## src/rtl/pmg_pkg.sv

```systemverilog
package pmg_pkg;

  localparam int unsigned MODE_W    = 3;
  localparam int unsigned NUM_MODES = 6;
  localparam logic [MODE_W-1:0] LAST_CODE = MODE_W'(NUM_MODES - 1);

  typedef enum logic [MODE_W-1:0] {
    PM_ACTIVE = 3'd0,
    PM_LP0    = 3'd1,
    PM_LP1    = 3'd2,
    PM_LP2    = 3'd3,
    PM_LP3    = 3'd4,
    PM_LP4    = 3'd5
  } pmode_e;

  typedef struct packed {
    logic cpu;
    logic mclk;
    logic smclk;
    logic aclk;
    logic dcgen;
    logic xtal;
  } gate_t;

endpackage

```

## src/rtl/pmg_rst_sync.sv

```systemverilog
module pmg_rst_sync #(
  parameter int unsigned STAGES = 2
) (
  input  logic clk_i,
  input  logic rst_ni,
  output logic rst_sync_no
);

  logic [STAGES-1:0] chain_q;
  logic [STAGES-1:0] chain_d;

  generate
    if (STAGES == 1) begin : g_single
      always_comb chain_d = 1'b1;
    end else begin : g_multi
      always_comb chain_d = {chain_q[STAGES-2:0], 1'b1};
    end
  endgenerate

  always_ff @(posedge clk_i or negedge rst_ni) begin
    if (!rst_ni) chain_q <= '0;
    else         chain_q <= chain_d;
  end

  assign rst_sync_no = chain_q[STAGES-1];

endmodule

```

## src/rtl/pmg_mode_decode.sv

```systemverilog
module pmg_mode_decode
  import pmg_pkg::*;
(
  input  logic [MODE_W-1:0] code_i,
  output pmode_e            mode_o
);

  // Undefined codes fall back to full activity.
  always_comb begin
    if (code_i <= LAST_CODE) mode_o = pmode_e'(code_i);
    else                     mode_o = PM_ACTIVE;
  end

endmodule

```

## src/rtl/pmg_gate_map.sv

```systemverilog
module pmg_gate_map
  import pmg_pkg::*;
#(
  parameter bit DCO_MAIN_SRC = 1'b1
) (
  input  pmode_e mode_i,
  output gate_t  gate_o
);

  logic lp1_dcgen;

  // LP1 keeps the DC generator alive only if the DCO feeds the active-mode clock.
  generate
    if (DCO_MAIN_SRC) begin : g_dco_main
      assign lp1_dcgen = 1'b1;
    end else begin : g_dco_other
      assign lp1_dcgen = 1'b0;
    end
  endgenerate

  always_comb begin
    gate_o = '{cpu: 1'b1, mclk: 1'b1, smclk: 1'b1, aclk: 1'b1, dcgen: 1'b1, xtal: 1'b1};
    unique case (mode_i)
      PM_ACTIVE: ;
      PM_LP0: begin
        gate_o.cpu  = 1'b0;
        gate_o.mclk = 1'b0;
      end
      PM_LP1: begin
        gate_o.cpu   = 1'b0;
        gate_o.mclk  = 1'b0;
        gate_o.dcgen = lp1_dcgen;
      end
      PM_LP2: begin
        gate_o.cpu   = 1'b0;
        gate_o.mclk  = 1'b0;
        gate_o.smclk = 1'b0;
      end
      PM_LP3: begin
        gate_o.cpu   = 1'b0;
        gate_o.mclk  = 1'b0;
        gate_o.smclk = 1'b0;
        gate_o.dcgen = 1'b0;
      end
      PM_LP4: begin
        gate_o = '0;
      end
      default: ;
    endcase
  end

endmodule

```

## src/rtl/pmg_wake_seq.sv

```systemverilog
module pmg_wake_seq
  import pmg_pkg::*;
(
  input  logic   clk_i,
  input  logic   rst_ni,
  input  pmode_e req_mode_i,
  input  logic   req_wr_i,
  input  logic   irq_i,
  input  logic   reti_i,
  output pmode_e mode_o,
  output logic   svc_o,
  output logic   wake_o
);

  pmode_e mode_q, mode_d;
  pmode_e save_q, save_d;
  pmode_e save_src;
  logic   svc_q, svc_d;
  logic   wake_q, wake_d;
  logic   mode_en, save_en, svc_en;
  logic   start_svc, end_svc;

  // Next-state logic
  always_comb begin
    start_svc = !svc_q && irq_i;
    end_svc   = svc_q && reti_i;

    // A write in the wake cycle names the mode to come back to.
    save_src = req_wr_i ? req_mode_i : mode_q;
    save_en  = start_svc || (svc_q && req_wr_i);
    save_d   = svc_q ? req_mode_i : save_src;

    mode_en = start_svc || end_svc || (!svc_q && req_wr_i);
    if (start_svc)    mode_d = PM_ACTIVE;
    else if (end_svc) mode_d = req_wr_i ? req_mode_i : save_q;
    else              mode_d = req_mode_i;

    svc_en = start_svc || end_svc;
    svc_d  = start_svc;

    wake_d = start_svc && (mode_q != PM_ACTIVE);
  end

  // State registers
  always_ff @(posedge clk_i or negedge rst_ni) begin
    if (!rst_ni) begin
      mode_q <= PM_ACTIVE;
      save_q <= PM_ACTIVE;
      svc_q  <= 1'b0;
      wake_q <= 1'b0;
    end else begin
      if (mode_en) mode_q <= mode_d;
      if (save_en) save_q <= save_d;
      if (svc_en)  svc_q  <= svc_d;
      wake_q <= wake_d;
    end
  end

  assign mode_o = mode_q;
  assign svc_o  = svc_q;
  assign wake_o = wake_q;

endmodule

```

## src/rtl/pmode_gate_ctrl.sv

```systemverilog
module pmode_gate_ctrl
  import pmg_pkg::*;
#(
  parameter bit          DCO_MAIN_SRC = 1'b1,
  parameter int unsigned SYNC_STAGES  = 2
) (
  input  logic              clk_i,
  input  logic              rst_ni,
  input  logic [MODE_W-1:0] mode_code_i,
  input  logic              mode_wr_i,
  input  logic              irq_pend_i,
  input  logic              reti_i,
  output logic              cpu_en_o,
  output logic              mclk_en_o,
  output logic              smclk_en_o,
  output logic              aclk_en_o,
  output logic              dcgen_en_o,
  output logic              xtal_en_o,
  output logic              wake_done_o
);

  logic   rst_sync_n;
  pmode_e req_mode;
  pmode_e cur_mode;
  gate_t  gates;
  logic   svc_q;

  pmg_rst_sync #(.STAGES(SYNC_STAGES)) u_rst_sync (
    .clk_i       (clk_i),
    .rst_ni      (rst_ni),
    .rst_sync_no (rst_sync_n)
  );

  pmg_mode_decode u_decode (
    .code_i (mode_code_i),
    .mode_o (req_mode)
  );

  pmg_wake_seq u_seq (
    .clk_i      (clk_i),
    .rst_ni     (rst_sync_n),
    .req_mode_i (req_mode),
    .req_wr_i   (mode_wr_i),
    .irq_i      (irq_pend_i),
    .reti_i     (reti_i),
    .mode_o     (cur_mode),
    .svc_o      (svc_q),
    .wake_o     (wake_done_o)
  );

  pmg_gate_map #(.DCO_MAIN_SRC(DCO_MAIN_SRC)) u_map (
    .mode_i (cur_mode),
    .gate_o (gates)
  );

  assign cpu_en_o   = gates.cpu;
  assign mclk_en_o  = gates.mclk;
  assign smclk_en_o = gates.smclk;
  assign aclk_en_o  = gates.aclk;
  assign dcgen_en_o = gates.dcgen;
  assign xtal_en_o  = gates.xtal;

endmodule

```

## config.mk

```make
export PLATFORM = sky130hd
export DESIGN_NAME = pmode_gate_ctrl
export DESIGN_NICKNAME = d
export VERILOG_FILES = /design/src/rtl/pmg_pkg.sv /design/src/rtl/pmg_rst_sync.sv /design/src/rtl/pmg_mode_decode.sv /design/src/rtl/pmg_gate_map.sv /design/src/rtl/pmg_wake_seq.sv /design/src/rtl/pmode_gate_ctrl.sv
export SDC_FILE = /design/constraint.sdc
export NUM_CORES = 1
export LEC_CHECK = 0
export CORE_AREA = 2 2 39 41
export CTS_CLUSTER_DIAMETER = 150
export DETAILED_ROUTE_END_ITERATION = 7
export DIE_AREA = 0 0 41 43
export GPL_ROUTABILITY_DRIVEN = 0
export PLACE_DENSITY = 0.68
export SKIP_CTS_REPAIR_TIMING = 1
export SLEW_MARGIN = 15
export SYNTH_ARGS = -nofsm -noshare
export SYNTH_HDL_FRONTEND = slang
export SYNTH_SLANG_ARGS = --single-unit
```

## constraint.sdc

```tcl
create_clock -name clk_i -period 2.9 [get_ports clk_i]
set_clock_uncertainty 0.15 [all_clocks]
set_input_delay 0.58 -clock clk_i [delete_from_list [all_inputs] [get_ports clk_i]]
set_output_delay 0.58 -clock clk_i [all_outputs]
set_load 0.02 [all_outputs]
```

After elaboration in Yosys (flattened, before gate mapping)
Index checks and enable logic that the tools add are counted.

storage, ports and cells
  memories = 0
  RAM bits = 0
  input port bits = 8
  latch bits = 0
  output and inout bits = 7
  bits in read-only memories = 0
  word-level logic and storage cells = 34
  bits in registers = 10

cells by class
  reductions and logical operators = 13
  multiply operators = 0
  bitwise logic cells = 0
  $lt $le $gt $ge = 1
  equality and inequality tests = 5
  divide/modulo/power cells = 0
  shift-type cells = 0
  add/subtract/negate cells = 0
  muxes and demuxes = 10

operators with widths
  operator                                               count
  2-to-1 mux 3 bit                                       6
  equality test 3 x 2 -> 1 bit, second input constant    2
  equality test 3 bit, second input constant             2
  logical AND 1 bit                                      5
  OR reduction 5 bit                                     1
  equality test 3 x 1 -> 1 bit, second input constant    1
  less-or-equal comparator 3 bit, second input constant  1
  logical OR 1 bit                                       3
  2-to-1 mux 1 bit                                       3
  nonzero test 3 bit                                     1
  OR reduction 3 bit                                     1
  2-to-1 mux 2 bit                                       1
  OR reduction 2 bit                                     1
  logical NOT 1 bit                                      1

Logic depth before layout (Yosys ltp)
  word-level depth = 5
  mapped depth = 4
  depth with buffers taken out = 3

By module
A second synthesis with hierarchy kept.

second synthesis, totals
  cells, all modules = 54
  area total of the unflattened synthesis = 563.0 µm²

by module, submodules not included
  module           area an instance (µm²)  sequential area each (µm²)  cells an instance  instances
  pmg_wake_seq     426.7                   200.2                       39                 1
  pmg_gate_map     60.1                    0.0                         9                  1
  pmg_rst_sync     53.8                    50.0                        3                  1
  pmg_mode_decode  22.5                    0.0                         3                  1

Least setup slack after synthesis
No wires, ideal clock.

  kind = register to output
  from = reg u_seq.mode_q[2] (netlist: u_seq.mode_o[2])
  to = out mclk_en_o
  arrival time = 1,025 ps
  path slack = 1,145 ps
  data required time = 2,170 ps
  buffers on the path = 1
  cell stages (with the launch flop) = 4
  cells stage by stage = dfrtp_1 > nor3_1 > a21o_1 > buf_4

on the way
  cells in the longest elaborated chain, start to end = 3
  elaborated cells on any way between the ends = 7

RTL lines
  element                                               RTL line               text
  start, declared                                       pmg_wake_seq.sv:15     pmode_e mode_q, mode_d;
  start signal, assigned                                pmg_wake_seq.sv:52     if (mode_en) mode_q <= mode_d;
  equality test 3 x 1 -> 1 bit (tied with other cells)  pmg_gate_map.sv:23     unique case (mode_i)
  OR reduction 5 bit (no source line) *                 --
  2-to-1 mux 2 bit *                                    pmg_gate_map.sv:23
  end, declared                                         pmode_gate_ctrl.sv:14  output logic mclk_en_o,

Mark *: on every way between the ends. The rest lies on a longest branch, timed or not.

Worst setup path in the final report
  from = reg u_seq.mode_q[2] (netlist: u_seq.mode_o[2])
  to = out cpu_en_o

on the way
  cells in the longest elaborated chain, start to end = 3
  elaborated cells on any way between the ends = 7

RTL lines
  element                                               RTL line               text
  equality test 3 x 1 -> 1 bit (tied with other cells)  pmg_gate_map.sv:23
  OR reduction 5 bit (no source line) *                 --
  2-to-1 mux 2 bit *                                    pmg_gate_map.sv:23
  end, declared                                         pmode_gate_ctrl.sv:13  output logic cpu_en_o,

Marks and branches as above.

==> results.md <==
* R2R Setup Slk at ~1400 ps
* CP Capture Type: primary output
* Slew Viols, Final at 0
* Final Hold Fails at 8
* Clock slew seen by the registers of the worst setup and hold paths at about 70 ps
* Crit Path Max Fanout at 6
* Horiz. Die Dim at around 41 µm
* Highest Signal Layer: met4
* Pwr Density at about 600 nW/µm²
* Synth cell types at 25
* Die area at between 1500 and 2000 µm²
* Vias per cell at 5.61
* Post-synth EDFFs at 0
* Worst-Skew Late Latency at 280 ps
* Synth warn at 0
* Non-filler cells, final at between 80 and 90
* Fin Hold WS at -17.4 ps
* Crit path largest cell delay at about 600 ps
* Buffers added on ports at 14
* Critical-path cell list: nor3_1 > a21o_1 > clkdlybuf4s50_1
* Top Ports at 15
* Clock power share at approximately 31%
* Final nets at 82
* Hold Crit Class: reg -> async
* Seq cells post-synth at 10
* Max-cap violations at 0
* Unrepaired setup endpoints after global routing: no
* Placed cell areas at ~680 µm²
* Status: finished with violations
* WL met3 at 79 µm
* Antenna violations before repair at 0
* DRC Markers at 0
* Pwr Total at roughly 420 µW
* Diodes inserted at 0
* Routed Antenna Nets at 0
* First-pass GRT wire length at roughly 1800 µm
* Largest net degree at the start of global routing at 16
* Worst r2r src: u_seq.svc_o
* Final period utilization at between 80 and 90%
* Setup_tns at 0 ps
* Sequential power share at between 40% and 50%
* WL/cell at about 12 µm
* CTS Buffer Depth at 2
* Worst EP arrival at around 1700 ps
* Met2 wire len at roughly 480 µm
* Routed WL at 1080 µm
* Design area at around 710 µm²
* Core ar. at roughly 1400 µm²
* WP data required at 2170 ps
* Clk sinks at 10
* Worst setup SP type: register
* Detail Placement HPWL at roughly 800 µm
* Final setup viols at 0
* Internal at about 290 µW
* Leak pwr at 0.000298 µW
* P_sw at approximately 130 µW
* Post-synth design cell area at around 550 µm²
* Min Tclk post-route at 2420 ps
* Pre-Repair DR Iteration Count at 5
* Root Buffer: clkbuf_4
* Syn nets at 67
* CTS Buf Count at 3
* Vias in the first global route at 444
* Vias post-DR at ~500
* Ys flop type: dfrtp_1
* Die height at 43 µm
* H-tree lvl count at 1
* Sequential element share of the synthesized area at 45.9%
* Initial DRC Count at 8
* Worst path slowest cell: clkdlybuf4s50_1
* Mapped Cells at slightly below 60
* R2r worst-path depth at 3
* CP startpoint: u_seq.mode_o[2]
* Metal-1 WL at approximately 480 µm
* CTS tree: done
* Failing checks: negative hold slack
* Async SR Flop Fraction at 100%
* DP Cell Count at between 80 and 90
* Synth-to-layout area growth at 31.0%
* Max VDD drop at 0.248 mV
* Avg Inst Size Synth at approximately 9.2 µm²
* Fraction of layout cells with a size suffix above 1 at 6.85%
* Initial core utilization at about two fifths
* FF-to-FF End: u_seq.save_q[2]
* Std cell rows at 14
* Achievable Freq at 413 MHz
* Global-route usage over all layers at between 10% and 20%
* Combinational Power Share at 26.8%
* Sw Ratio at between 30% and 40%
* Crit Path Category: reg -> out
* GRT overflow at 0
[final cells by class]
type | count | area, µm²
clock buffers | 4 | 36.3
well taps | 16 | 20.0
fillers | 137 | 669
inverters | 3 | 11.3
multi-input cells | 42 | 256
flip-flops and latches | 10 | 250
repair buffers | 14 | 140
[routing by layer]
metal	global-route usage, %	vias to the layer above
met4	12.0	0
met2	21.6	25
li1	-	238
met1	21.8	231
met5	0	-
met3	1.57	5
[per-stage QoR]
stage / utilization (%) / worst slack [ps]
after floorplan: - / 1140
after global placement: 49.0 / 804
after detailed placement: 49.0 / 776
after CTS: 51.6 / 483
after global routing: 51.6 / 339
final: 51.6 / 477
[worst max-delay path: cells and delay by family, from the launching register on]
family          cells  cell delay, ps
simple gates        1             260
flops               1             430
compound gates      1             130
buf+inv             1             600
[cell families after synthesis]
kind of cell	share of synthesized area [%]
flip-flops	45.9
AO/OA/AOI/OAI	19.3
other	0.687
AND/OR/NAND/NOR	27.1
buffers and inverters	7.11
[power by group through the flow]
stage	Sequential [µW]	Clock [µW]	Combinational (µW)
2_1_floorplan	175	0	77.4
3_3_place_gp	182	0	113
3_5_place_dp	182	0	114
4_1_cts	180	128	114
5_1_grt	184	139	124
6_report	180	129	113
[how the worst max path moves through the flow]
stage,end,cells past startpoint
final,cpu_en_o,3
after CTS,cpu_en_o,3
after floorplan,mclk_en_o,3
after detailed placement,cpu_en_o,3
after global routing,cpu_en_o,3
after global placement,u_seq.save_q[0],4
[synth_stat cells, types with 2 or more instances]
cell | number | share of area (%)
nand2_1 | 5 | 3.4
nor2_1 | 3 | 2.1
inv_1 | 3 | 2.1
dfrtp_1 | 10 | 46
nor3_1 | 3 | 2.8
a211oi_1 | 2 | 2.8
a221o_1 | 2 | 3.7
o21ai_0 | 4 | 3.7
nand3b_1 | 2 | 2.8
o311ai_1 | 2 | 3.2
buf_4 | 3 | 4.1
a21oi_1 | 4 | 3.7
nor2b_1 | 4 | 4.6
[cell usage in the layout (no fill, tap or decap)]
| cell | n |
|---|---|
| clkdlybuf4s50_1 | 14 |
| dfrtp_1 | 10 |
| nand2_1 | 5 |
| nor2b_1 | 4 |
| a21oi_1 | 4 |
| o21ai_0 | 4 |
| nor3_1 | 3 |
| inv_1 | 3 |
| nor2_1 | 3 |
| clkbuf_4 | 3 |
| a211oi_1 | 2 |
| nand3b_1 | 2 |
| a221o_1 | 2 |
| o311ai_1 | 2 |
| a21o_1 | 1 |
| nor3b_1 | 1 |
| nor2_2 | 1 |
| and2_1 | 1 |
| o21ai_1 | 1 |
| nor4b_1 | 1 |
| and4b_1 | 1 |
| and3b_1 | 1 |
| nand2b_1 | 1 |
| or3b_1 | 1 |
| clkbuf_8 | 1 |
| conb_1 | 1 |
[registers in the layout (all words and copies together) (netlist names)]
register,cells
u_seq.svc_o,1
u_seq.mode_o,3
u_seq.save_q,3
u_seq.wake_o,1
u_rst_sync.chain_q,2
(Power assumes the default switching activity.)
